<file path="src/rtl/xgmii_tx_pkg.sv">
package xgmii_tx_pkg;

  localparam logic [31:0] IDLE_COL  = 32'h0707_0707;
  localparam logic [31:0] START_COL = 32'h5555_55FB;
  localparam logic [31:0] SFD_COL   = 32'hD555_5555;
  localparam logic [7:0]  IDLE_CH   = 8'h07;
  localparam logic [7:0]  TERM_CH   = 8'hFD;
  localparam logic [7:0]  ERR_CH    = 8'hFE;

  typedef enum logic [2:0] {
    ST_IDLE,
    ST_PRE,
    ST_DATA,
    ST_TAIL,
    ST_GAP
  } tx_state_e;

  function automatic logic [2:0] count_lanes(input logic [3:0] keep);
    logic [2:0] n;
    n = '0;
    for (int i = 0; i < 4; i++) n = n + {2'b00, keep[i]};
    return n;
  endfunction

endpackage

</file>
<file path="src/rtl/xgmii_tx_len.sv">
// Payload byte counter (saturating at MIN_LEN) and pad length for a last word.
module xgmii_tx_len
  import xgmii_tx_pkg::*;
#(
  parameter int MIN_LEN = 60,
  parameter int CW      = 7
) (
  input  logic          clk_i,
  input  logic          rst_ni,
  input  logic          clear_i,
  input  logic          take_i,
  input  logic [3:0]    keep_i,
  output logic [CW-1:0] pad_o
);

  localparam logic [CW-1:0] MIN_W = CW'(MIN_LEN);

  logic [CW-1:0] cnt_q, sum;

  always_comb begin
    sum   = cnt_q + CW'(count_lanes(keep_i));
    pad_o = (sum >= MIN_W) ? '0 : MIN_W - sum;
  end

  always_ff @(posedge clk_i or negedge rst_ni) begin
    if (!rst_ni)      cnt_q <= '0;
    else if (clear_i) cnt_q <= '0;
    else if (take_i)  cnt_q <= (sum >= MIN_W) ? MIN_W : sum;
  end

endmodule

</file>
<file path="src/rtl/xgmii_tx_lane.sv">
// One output lane of a tail column: carried payload, pad, FCS, end code or fill.
module xgmii_tx_lane
  import xgmii_tx_pkg::*;
#(
  parameter int LANE = 0,
  parameter int TW   = 8
) (
  input  logic [2:0]    fill_i,
  input  logic [7:0]    carry_i,
  input  logic [TW-1:0] pos_i,
  input  logic [TW-1:0] pad_i,
  input  logic [31:0]   fcs_i,
  input  logic          err_i,
  output logic [7:0]    byte_o,
  output logic          ctrl_o
);

  logic [TW-1:0] k, rel;

  always_comb begin
    // k: index of this lane's byte within the tail stream
    k      = pos_i + TW'(LANE) - TW'(fill_i);
    rel    = k - pad_i;
    byte_o = 8'h00;
    ctrl_o = 1'b0;
    if (fill_i > 3'(LANE)) begin
      byte_o = carry_i;
    end else if (k >= pad_i) begin
      if (rel < TW'(4)) begin
        case (rel[1:0])
          2'd0:    byte_o = fcs_i[31:24];
          2'd1:    byte_o = fcs_i[23:16];
          2'd2:    byte_o = fcs_i[15:8];
          default: byte_o = fcs_i[7:0];
        endcase
      end else if (rel == TW'(4)) begin
        byte_o = err_i ? ERR_CH : TERM_CH;
        ctrl_o = 1'b1;
      end else begin
        byte_o = IDLE_CH;
        ctrl_o = 1'b1;
      end
    end
  end

endmodule

</file>
<file path="src/rtl/xgmii_tx_framer.sv">
module xgmii_tx_framer
  import xgmii_tx_pkg::*;
#(
  parameter int MIN_LEN  = 60,
  parameter int GAP_COLS = 3
) (
  input  logic        clk_i,
  input  logic        rst_ni,
  input  logic        valid_i,
  input  logic [31:0] data_i,
  input  logic [3:0]  keep_i,
  input  logic        last_i,
  input  logic        underrun_i,
  input  logic [31:0] fcs_i,
  output logic        ready_o,
  output logic [31:0] xd_o,
  output logic [3:0]  xc_o
);

  localparam int LANES = 4;
  localparam int CW    = $clog2(MIN_LEN + 5);
  localparam int TW    = CW + 1;
  localparam int GW    = $clog2(GAP_COLS + 1);

  tx_state_e     state_q, state_d;
  logic [TW-1:0] pos_q, pos_d;
  logic [TW-1:0] pad_q, pad_d;
  logic [31:0]   fcs_q;
  logic          err_q;
  logic [GW-1:0] gap_q;

  logic [31:0]   col_d;
  logic [3:0]    ctl_d;
  logic          take, first_tail, end_here;
  logic [CW-1:0] pad_w;
  logic [2:0]    fill;
  logic [TW-1:0] pos_in, pad_in;
  logic [31:0]   fcs_in;
  logic          err_in;
  logic [31:0]   tail_d;
  logic [3:0]    tail_c;

  assign ready_o    = (state_q == ST_DATA);
  assign take       = ready_o && valid_i;
  assign first_tail = take && last_i;

  xgmii_tx_len #(.MIN_LEN(MIN_LEN), .CW(CW)) i_len (
    .clk_i  (clk_i),
    .rst_ni (rst_ni),
    .clear_i(state_q == ST_PRE),
    .take_i (take),
    .keep_i (keep_i),
    .pad_o  (pad_w)
  );

  // The last word's tail column uses live inputs; later columns use the latched copy.
  always_comb begin
    fill   = first_tail ? count_lanes(keep_i) : 3'd0;
    pos_in = first_tail ? '0 : pos_q;
    pad_in = first_tail ? TW'(pad_w) : pad_q;
    fcs_in = first_tail ? fcs_i : fcs_q;
    err_in = first_tail ? underrun_i : err_q;
  end

  for (genvar l = 0; l < LANES; l++) begin : g_lane
    xgmii_tx_lane #(.LANE(l), .TW(TW)) i_lane (
      .fill_i (fill),
      .carry_i(data_i[8*l +: 8]),
      .pos_i  (pos_in),
      .pad_i  (pad_in),
      .fcs_i  (fcs_in),
      .err_i  (err_in),
      .byte_o (tail_d[8*l +: 8]),
      .ctrl_o (tail_c[l])
    );
  end

  // End code index (pad + 4) lies within this column's tail lanes
  assign end_here = (pad_in + TW'(4) + TW'(fill)) <= (pos_in + TW'(3));

  always_comb begin
    state_d = state_q;
    col_d   = IDLE_COL;
    ctl_d   = 4'b1111;
    pos_d   = pos_q;
    pad_d   = pad_q;
    case (state_q)
      ST_IDLE: if (valid_i) begin
        state_d = ST_PRE;
        col_d   = START_COL;
        ctl_d   = 4'b0001;
      end
      ST_PRE: begin
        state_d = ST_DATA;
        col_d   = SFD_COL;
        ctl_d   = 4'b0000;
      end
      ST_DATA: if (valid_i) begin
        if (last_i) begin
          col_d   = tail_d;
          ctl_d   = tail_c;
          pos_d   = TW'(4) - TW'(fill);
          pad_d   = pad_in;
          state_d = end_here ? ST_GAP : ST_TAIL;
        end else begin
          col_d = data_i;
          ctl_d = 4'b0000;
        end
      end
      ST_TAIL: begin
        col_d   = tail_d;
        ctl_d   = tail_c;
        pos_d   = pos_q + TW'(4);
        state_d = end_here ? ST_GAP : ST_TAIL;
      end
      ST_GAP: if (gap_q == GW'(GAP_COLS - 1)) state_d = ST_IDLE;
      default: state_d = ST_IDLE;
    endcase
  end

  always_ff @(posedge clk_i or negedge rst_ni) begin
    if (!rst_ni) begin
      state_q <= ST_IDLE;
      xd_o    <= IDLE_COL;
      xc_o    <= 4'b1111;
      pos_q   <= '0;
      pad_q   <= '0;
      fcs_q   <= '0;
      err_q   <= 1'b0;
      gap_q   <= '0;
    end else begin
      state_q <= state_d;
      xd_o    <= col_d;
      xc_o    <= ctl_d;
      pos_q   <= pos_d;
      pad_q   <= pad_d;
      if (first_tail) begin
        fcs_q <= fcs_i;
        err_q <= underrun_i;
      end
      gap_q <= (state_q == ST_GAP) ? gap_q + GW'(1) : '0;
    end
  end

endmodule

</file>
<file path="config.mk">
export PLATFORM = sky130hd
export DESIGN_NAME = xgmii_tx_framer
export DESIGN_NICKNAME = d
export VERILOG_FILES = /design/src/rtl/xgmii_tx_pkg.sv /design/src/rtl/xgmii_tx_len.sv /design/src/rtl/xgmii_tx_lane.sv /design/src/rtl/xgmii_tx_framer.sv
export SDC_FILE = /design/constraint.sdc
export NUM_CORES = 1
export LEC_CHECK = 0
export ABC_AREA = 1
export BUFFER_PORTS_ARGS = -buffer_cell sky130_fd_sc_hd__buf_2
export CAP_MARGIN = 20
export CORE_ASPECT_RATIO = 1.2
export CORE_MARGIN = 2
export CORE_UTILIZATION = 45
export CTS_BUF_LIST = sky130_fd_sc_hd__clkbuf_4
export DETAILED_ROUTE_END_ITERATION = 8
export SLEW_MARGIN = 20
export SYNTH_ARGS = -nofsm -noshare
export SYNTH_HDL_FRONTEND = slang
export SYNTH_HIERARCHICAL = 1
export SYNTH_SLANG_ARGS = --single-unit
export TNS_END_PERCENT = 20
</file>
<file path="constraint.sdc">
create_clock -name clk_i -period 9.3 [get_ports clk_i]
set_input_delay 0.465 -clock clk_i [delete_from_list [all_inputs] [get_ports clk_i]]
set_output_delay 0.465 -clock clk_i [all_outputs]
set_load 0.03 [all_outputs]
</file>
* After elaboration in Yosys (flattened, before gate mapping) *
Cells that the tools add are included.

operators by class
  $lt $le $gt $ge = 14
  multiplexer cells = 60
  reduce and logical (&&, ||, !) cells = 12
  add/subtract/negate cells = 21
  equal/unequal tests = 21

operators with widths
  operator                                                                      count
  8-bit two-way mux                                                             20
  32-bit case mux with 4 select lines                                           1
  32-bit two-way mux                                                            3
  8-bit case mux with 3 select lines                                            4
  8-bit by 3-bit equality test with 1-bit output, second input constant         4
  8-bit greater-or-equal comparator                                             4
  8-bit by 3-bit less-than comparator with 1-bit output, second input constant  4
  8-bit by 3-bit subtractor with 8-bit output                                   4
  8-bit subtractor                                                              4
  31-bit two-way mux                                                            1
  7-bit two-way mux                                                             4
  3-bit two-way mux                                                             6
  8-bit by 2-bit adder with 8-bit output, second input constant                 2
  8-bit by 3-bit adder with 8-bit output, second input constant                 2
  4-bit case mux with 4 select lines                                            1
  8-bit case mux with 2 select lines                                            1
  3-bit case mux with 5 select lines                                            1
  1-bit two-way mux                                                             13
  4-bit two-way mux                                                             3
  2-bit equality test, second input constant                                    5
  8-bit by 1-bit adder with 8-bit output, second input constant                 1
  8-bit by 3-bit adder with 8-bit output                                        1
  2-bit by 1-bit equality test with 1-bit output, second input constant         4
  8-bit <= comparator                                                           1
  20 further kinds                                                              34

storage, ports and cells
  input bits = 73
  flip-flop bits (word level) = 97
  output and inout port bits = 37

* Logic depth before layout (Yosys ltp) *
Gate-level depths: netlist of run 1.

  depth after elaboration = 16
  depth in mapped cells = 36
  depth with buffers taken out = 35

* Cells and area by module *
Netlist of run 1, hierarchy kept.

by module, submodules not included
  module                            area each (µm²)  cells each  times used
  xgmii_tx_framer                   4509.3           537         1
  xgmii_tx_lane (g_lane[3].i_lane)  1207.4           222         1
  xgmii_tx_lane (g_lane[1].i_lane)  1203.7           225         1
  xgmii_tx_lane (g_lane[2].i_lane)  1186.1           223         1
  xgmii_tx_lane (g_lane[0].i_lane)  1069.8           203         1
  xgmii_tx_len                      728.2            102         1

* Worst setup path after synthesis of run 1 *
OpenSTA, ideal clock, no wires.

  path type = input to register
  start point = input port keep_i[0]
  end point = register state_q[1]
  arrival = 5.087 ns
  setup slack = 4.089 ns
  data required time = 9.176 ns
  stages on the path = 32
  path through = fa_1 > inv_1 > fa_1 > inv_1 > fa_1 > inv_1 > ha_1 > nand3_1 > nand2_1 > nand2_2 > nor2_4 > nand2_4 > nand2_4 > nor2_2 > nand2_1 > nand2_1 > ha_1 > ha_1 > inv_1 > fa_1 > nor2_1 > nor2_1 > nor2_4 > nand3_1 > nand2_1 > nand2_1 > ha_1 > a21o_1 > nor2_1 > nand2_1 > nand3_1 > a21oi_1

on the way
  cells in the longest elaborated chain, start to end = 14

RTL lines
  element                                                                                                                      RTL line                                        source
  start, declared                                                                                                              xgmii_tx_framer.sv:11                           input logic [3:0] keep_i,
  1-bit by 1-bit adder with 2-bit output (*)                                                                                   xgmii_tx_pkg.sv:21                              for (int i = 0; i < 4; i++) n = n + {2'b00, keep[i]};
  3-bit by 1-bit adder with 3-bit output (*) (2 in a row)                                                                      xgmii_tx_pkg.sv:21
  7-bit by 3-bit adder with 7-bit output (*)                                                                                   xgmii_tx_len.sv:21                              sum = cnt_q + CW'(count_lanes(keep_i));
  6-bit by 7-bit subtractor with 7-bit output or 7-bit by 6-bit greater-or-equal comparator with 1-bit output (tied branches)  xgmii_tx_len.sv:22                              pad_o = (sum >= MIN_W) ? '0 : MIN_W - sum;
  7-bit two-way mux (*)                                                                                                        xgmii_tx_len.sv:22
  via pad_w[1]                                                                                                                 xgmii_tx_framer.sv:35                           logic [CW-1:0] pad_w;
  8-bit two-way mux (*)                                                                                                        xgmii_tx_framer.sv:60                           pad_in = first_tail ? TW'(pad_w) : pad_q;
  via pad_in[1]                                                                                                                xgmii_tx_framer.sv:37                           logic [TW-1:0] pos_in, pad_in;
  8-bit by 3-bit adder with 8-bit output (*) (2 in a row)                                                                      xgmii_tx_framer.sv:79                           assign end_here = (pad_in + TW'(4) + TW'(fill)) <= (pos_in + TW'(3));
  8-bit <= comparator (*)                                                                                                      xgmii_tx_framer.sv:79
  3-bit two-way mux (*)                                                                                                        xgmii_tx_framer.sv:104, xgmii_tx_framer.sv:114
  3-bit two-way mux                                                                                                            xgmii_tx_framer.sv:99                           if (last_i) begin
  3-bit two-way mux                                                                                                            xgmii_tx_framer.sv:98                           ST_DATA: if (valid_i) begin
  3-bit case mux with 5 select lines (*)                                                                                       xgmii_tx_framer.sv:87                           case (state_q)
  end signal, assigned                                                                                                         xgmii_tx_framer.sv:132                          state_q <= state_d;
  end, declared                                                                                                                xgmii_tx_framer.sv:25                           tx_state_e state_q, state_d;

The timed path passes the listed nets; every way through them passes the cells marked *. The select of a mux whose other input is x is not followed.
A chain may end at the register's enable or synchronous reset.

* Worst setup path in the final report of run 1 *
  start point = register state_q[0]
  end point = register xd_o[20]

on the way
  cells in the longest elaborated chain, start to end = 15

RTL lines
  element                                                                   RTL line                source
  3-bit by 2-bit equality test with 1-bit output (*)                        xgmii_tx_framer.sv:43   assign ready_o = (state_q == ST_DATA);
  1-bit logical AND (*)                                                     xgmii_tx_framer.sv:44   assign take = ready_o && valid_i;
  1-bit logical AND (*)                                                     xgmii_tx_framer.sv:45   assign first_tail = take && last_i;
  8-bit two-way mux (*)                                                     xgmii_tx_framer.sv:59   pos_in = first_tail ? '0 : pos_q;
  via pos_in[1]                                                             xgmii_tx_framer.sv:37
  8-bit by 2-bit adder with 8-bit output (*)                                xgmii_tx_lane.sv:22     k = pos_i + TW'(LANE) - TW'(fill_i);
  8-bit by 3-bit subtractor with 8-bit output (*)                           xgmii_tx_lane.sv:22
  parallel branches: the longest is 4 deep, another holds 8-bit subtractor  n/a
  8-bit two-way mux (*)                                                     xgmii_tx_lane.sv:28     end else if (k >= pad_i) begin
  8-bit two-way mux (*)                                                     xgmii_tx_lane.sv:26     if (fill_i > 3'(LANE)) begin
  via tail_d[20]                                                            xgmii_tx_framer.sv:40   logic [31:0] tail_d;
  32-bit two-way mux                                                        xgmii_tx_framer.sv:99
  32-bit two-way mux                                                        xgmii_tx_framer.sv:98
  32-bit case mux with 4 select lines (*)                                   xgmii_tx_framer.sv:87
  via col_d[20]                                                             xgmii_tx_framer.sv:32   logic [31:0] col_d;
  end signal, assigned                                                      xgmii_tx_framer.sv:133  xd_o <= col_d;
  end, declared                                                             xgmii_tx_framer.sv:16   output logic [31:0] xd_o,

Mark *: on every way through the listed nets, which the timed path passes.

==> results of run 1 <==
==> cells in the final DEF, fill, tap and decap left out, types with 16 or more instances in the layout <==
master   instances
a21oi_1         44
nand2_1        580
xor2_1          20
nor2_1          56
dfrtp_1         81
nand4_1         74
xnor2_1         19
nand3_1        110
nor2_2          17
inv_1          232
dfstp_2         16
buf_2          108
ha_1            84
==> worst register-to-register path, delay by kind of cell (launching register included) <==
| family | cells | cell delay, ns |
|---|---|---|
| xor gates and xnor gates | 1 | 0.16 |
| AOI/OAI and AO/OA | 1 | 0.17 |
| buffers and inverters | 7 | 1.36 |
| and+or+nand+nor | 15 | 2.45 |
| adders and majority gates | 4 | 1.23 |
| DFF | 1 | 0.51 |
==> timing repair <==
action	in CTS	in global routing
endpoints found under the hold margin	12	0
endpoints found under the setup margin	0	0
hold buffers	1	0
setup buffers	0	0
==> final cells by class <==
class / instances / area, µm²
Clock buffer: 9 / 67.6
Sequential cell: 97 / 2450
Multi-Input combinational cell: 1136 / 6290
Timing Repair Buffer: 118 / 638
Fill cell: 2282 / 10800
Inverter: 250 / 955
Tap cell: 274 / 343
Clock inverter: 7 / 96.3
Antenna cell: 1 / 2.50
==> state kept, by name, summed over array words and instances (netlist names) <==
| signal | count |
|---|---|
| fcs_q | 32 |
| xd_o | 32 |
| pad_q | 8 |
| pos_q | 8 |
| i_len/cnt_q | 7 |
| xc_o | 4 |
| state_q | 3 |
| gap_q | 2 |
| err_q | 1 |
==> worst max path at each step <==
stage	from	end	slack, ns
2_1_floorplan	keep_i[0]	state_q[1]	4.09
3_3_place_gp	last_i	xd_o[20]	3.33
3_5_place_dp	keep_i[0]	state_q[0]	3.22
4_1_cts	state_q[2]	xd_o[20]	3.38
5_1_grt	state_q[2]	xd_o[31]	2.86
6_report	state_q[0]	xd_o[20]	3.37
==> synth_stat cells (all sizes together) (2+ instances only) <==
library cell,number
nand2,597
inv,243
nand3,120
ha,84
dfrtp,81
nor2,81
nand4,75
a21oi,46
buf,25
o21ai,23
xor2,20
xnor2,19
dfstp,16
fa,13
o211ai,13
nor3,12
a32o,8
clkinv,6
a21o,5
nand3b,5
or2,5
clkbuf,4
a31oi,2
nor4,2
o2111ai,2
==> through the flow <==
step           area [µm²]   util  worst slack [ns]  hold slack (ns)  cells
2_1_floorplan        9900      -              4.09            0.169   1512
3_3_place_gp        10600  0.491              3.33            0.419   1872
3_5_place_dp        10600  0.491              3.22            0.431   1872
4_1_cts             10800  0.499              3.38            0.150   1889
5_1_grt             10800  0.501              2.86            0.185   1892
6_report            10800  0.501              3.37            0.191   1892
==> kinds of logic after synthesis <==
family          after synthesis
compound gates              103
xor+xnor                     39
fa+ha+maj                    97
buf+inv                     279
flops                        97
simple gates                897
==> routing by layer <==
layer | vias to the layer above | wire [µm] | global-route usage | share of wire
met5 | - | 0 | 0 | 0
met4 | 0 | 1120 | 0.113 | 0.037
met3 | 61 | 1680 | 0.0325 | 0.055
met2 | 319 | 14400 | 0.443 | 0.47
met1 | 4485 | 13300 | 0.339 | 0.44
li1 | 5011 | - | - | -
==> results.sh, run 1 <==
export IMPL_first_pass_iters=5
export IMPL_hold_viol=0
export IMPL_min_path_cells=3
export IMPL_synth_top_family_by_area="simple AND/OR/NAND/NOR gates"
export IMPL_syn_instance_count=1512
export IMPL_die_h_um=167
export IMPL_cp_required_ns=9.76
export IMPL_setup_tns_ns=0
export IMPL_synth_top_cell_by_area="nand2_1"
export IMPL_yosys_warnings=6
export IMPL_r2r_slack_ns=3.37
export IMPL_crit_fanout=50
export IMPL_core_um2=21600
export IMPL_io_buffers=109
export IMPL_dieArea_um2=23200
export IMPL_vias_per_cell=5.22
export IMPL_r2r_end="xd_o[20]"
export IMPL_cts_buffers=9
export IMPL_setup_viol=0
export IMPL_finalCritPeriodShare=0.637
export IMPL_yosysUniqueCellTypes=49
export IMPL_vias=9876
export IMPL_grt_overflow=0
export IMPL_post_route_min_period_ns=5.93
export IMPL_synth_top_cell_area_share=0.220
export IMPL_endpoint_kind="flop"
export IMPL_drtAntennaViolNets=0
export IMPL_clk_latency_ns=0.52
export IMPL_tritoncts="yes"
export IMPL_layout_nets=1782
export IMPL_synth_xor_area_frac=0.0345
export IMPL_rsz0062_at_grt="no"
export IMPL_min_delay_start="data_i[22]"
export IMPL_cp_slowest_cell="nor2_1"
export IMPL_synth_area_leaders="nand2_1 22%, dfrtp_1 20%, ha_1 11%"
export IMPL_crit_type="flop to flop"
export IMPL_fmax_ghz=0.169
export IMPL_worst_path_largest_cell_delay_ns=0.58
export IMPL_arrival_ns=6.38
export IMPL_synth_compound_gate_area_share=0.0648
export IMPL_ys_ff_latch=97
export IMPL_synth_edf_count=0
export IMPL_syn2layout_area_growth_pct=9.44
export IMPL_start_util=0.458
export IMPL_clkSinkCount=97
export IMPL_avgRoutedWirePerCell_um=16.1
export IMPL_ios=110
export IMPL_grt_max_degree=60
export IMPL_cts_resized=0
export IMPL_hpwl_um=23900
export IMPL_synth_fa_ha_area_frac=0.132
export IMPL_root_buffer="clkbuf_4"
export IMPL_drive_gt1_frac=0.140
export IMPL_clockBufferDepth=2
export IMPL_tightest_slew_ns=0.924
export IMPL_fp_row_count=59
export IMPL_drv_slew=0
export IMPL_status="finished clean"
export IMPL_grt_pass1_wl_um=48700
export IMPL_drc=0
export IMPL_antenna_found_initial=1
export IMPL_gp_congestion=0.908
export IMPL_synth_nets=1682
export IMPL_cp_num_buf_inv=7
export IMPL_avgSynthCellArea_um2=6.55
export IMPL_maxCapViolCount=0
export IMPL_clkSlewWorstSetupHoldPaths_ns=0.19
export IMPL_crit_top_cell="nand2_1"
export IMPL_hold_class="input port to flop"
export IMPL_path_depth=28
export IMPL_htree_levels=3
export IMPL_grt_pass1_vias=9343
export IMPL_startpoint_type="flop"
export IMPL_netlist_area_um2=9900
export IMPL_cp_top_family="simple AND/OR/NAND/NOR gates"
export IMPL_synth_flop_cell="dfrtp_1"
export IMPL_skew_ns=0.0359
export IMPL_synth_simple_gate_area_share=0.403
export IMPL_synth_mux_area_fraction=0
export IMPL_async_flop_share=1.00
export IMPL_relSlewSlack=0.382
export IMPL_first_iter_violations=717
export IMPL_grt_usage=0.263
export IMPL_yosysSeqAreaShare=0.247
export IMPL_wl_um=30500
export IMPL_die_x_um=139
export IMPL_worstReg2RegStart="state_q[0]"
export IMPL_hold_path_end="xd_o[22]"
export IMPL_reg2regPathDepth=28
Power of run 1 is not shown: default switching activity piles up to over one toggle a cycle in this logic, so the estimate is an artifact.
==> run 2: changes to the inputs <==
- PLACE_DENSITY: default -> 0.66
- clock period: 9.3 -> 4.85 ns (I/O delays scaled with it)
==> run 2 against run 1 <==
  * First-iteration DRC count increased by 21%
  * Clock skew up 0.012 ns
  * Critical path depth up 1
  * Worst setup slack got worse by 3.2 ns
  * Non-clock buffer count grew 145
  * Global-route usage up 0.50 points
  * Core utilization up 6.1 points
  * Hold slack lost 0.16 ns
  * Wire length is 2.9% higher
  * Highest routed layer unchanged
==> results.sh, run 2 (synthesized netlist as in run 1, its figures left out) <==
export IMPL_post_route_min_period_ns=4.63
export IMPL_start_util=0.458
export IMPL_clkSlewWorstSetupHoldPaths_ns=0.18
export IMPL_fillCellCount=2126
export IMPL_drv_slew=0
export IMPL_fin_ws_ns=0.216
export IMPL_final_common_cell="nand2_1"
export IMPL_worstReg2RegStart="i_len/cnt_q[0]"
export IMPL_worst_path_largest_cell_delay_ns=0.47
export IMPL_core_um2=21600
export IMPL_htree_levels=3
export IMPL_min_path_cells=2
export IMPL_drc=0
export IMPL_layout_nets=1927
export IMPL_grt_pass1_wl_um=50600
export IMPL_skew_ns=0.0483
export IMPL_fmax_ghz=0.216
export IMPL_grt_pass1_vias=10200
export IMPL_grt_max_degree=50
export IMPL_endpoint_kind="flop"
export IMPL_drtAntennaViolNets=0
export IMPL_vias=10700
export IMPL_cp_slowest_cell="fa_1"
export IMPL_maxCapViolCount=0
export IMPL_fin_util=0.562
export IMPL_grt_usage=0.268
export IMPL_crit_type="input port to flop"
export IMPL_layout_common_cells="574 x nand2_1, 230 x inv_1, 127 x buf_4"
export IMPL_die_h_um=167
export IMPL_tightest_slew_ns=1.09
export IMPL_post_place_ws_ns=-0.422
export IMPL_hpwl_um=24600
export IMPL_grt_overflow=0
export IMPL_min_delay_start="data_i[19]"
export IMPL_io_buffers=109
export IMPL_clk_latency_ns=0.51
export IMPL_tritoncts="yes"
export IMPL_largestRegisters="fcs_q (32), xd_o (32)"
export IMPL_die_x_um=139
export IMPL_root_buffer="clkbuf_4"
export IMPL_clockBufferDepth=2
export IMPL_startpoint="keep_i[0]"
export IMPL_hold_class="input port to flop"
export IMPL_reg2regPathDepth=26
export IMPL_setup_tns_ns=0
export IMPL_r2r_end="xd_o[20]"
export IMPL_first_iter_violations=871
export IMPL_wl_um=31300
export IMPL_hold_viol=0
export IMPL_drive_gt1_frac=0.219
export IMPL_relSlewSlack=0.276
export IMPL_antenna_found_initial=1
export IMPL_r2r_slack_ns=0.25
export IMPL_dieArea_um2=23200
export IMPL_arrival_ns=5.03
export IMPL_rsz0062_at_grt="yes"
export IMPL_cp_required_ns=5.24
export IMPL_status="finished clean"
export IMPL_crit_top_cell="ha_1"
export IMPL_startpoint_type="input port"
export IMPL_setup_viol=0
export IMPL_avgRoutedWirePerCell_um=15.4
export IMPL_clkSinkCount=97
export IMPL_fp_row_count=59
export IMPL_vias_per_cell=5.24
export IMPL_worstSetupEndpoint="xd_o[10]"
export IMPL_cts_buffers=9
export IMPL_ios=110
export IMPL_crit_fanout=8
export IMPL_finalCritPeriodShare=0.956
export IMPL_gp_congestion=0.950
export IMPL_first_pass_iters=9
export IMPL_syn2layout_area_growth_pct=22.8
run 2: stage by stage:
step	instances	hold slack [ns]	cell area, µm²
floorplan	1512	-0.0531	9910
global placement	1990	0.335	11500
detailed placement	1990	0.344	11500
CTS	2029	0.00225	11900
global route	2037	0.00160	12200
finish	2037	0.0317	12200
run 2: per-layer routing:
metal / vias to the layer above / routed length, µm / track usage
li1: 5298 / - / -
met1: 4924 / 13000 / 0.327
met2: 386 / 15500 / 0.477
met3: 72 / 1620 / 0.0345
met4: 0 / 1240 / 0.105
met5: - / 0 / 0
run 2: layout make-up:
cell class                 count  area (µm²)  area share
clock buffer                   9        67.6     0.00555
inverter                     250         957      0.0787
timing repair buffer         263        1780       0.146
multi-input combinational   1136        6490       0.534
clock inverter                 7        72.6     0.00597
tap                          274         343      0.0282
antenna                        1        2.50    0.000206
sequential                    97        2450       0.201
run 2: critical path, delay by kind of cell:
| family | cells | cell delay [ns] |
|---|---|---|
| adders and majority gates | 7 | 2.18 |
| buffers and inverters | 8 | 0.83 |
| and+or+nand+nor | 5 | 0.50 |
| xor gates and xnor gates | 1 | 0.16 |
| AOI/OAI and AO/OA | 8 | 1.11 |
run 2: timing repair:
item	CTS	global route
hold endpoints to repair	70	4
setup endpoints to repair	0	30
setup buffers	0	3
hold buffers	23	4
resized for setup	0	46
run 2: worst min-delay path by stage:
stage | slack, ns | end
global route | 0.002 | xd_o[18]
finish | 0.03 | xd_o[19]
floorplan | -0.05 | err_q
CTS | 0.002 | xd_o[29]
detailed placement | 0.34 | fcs_q[21]
global placement | 0.33 | fcs_q[21]
Power of run 2 is left out for the same reason.
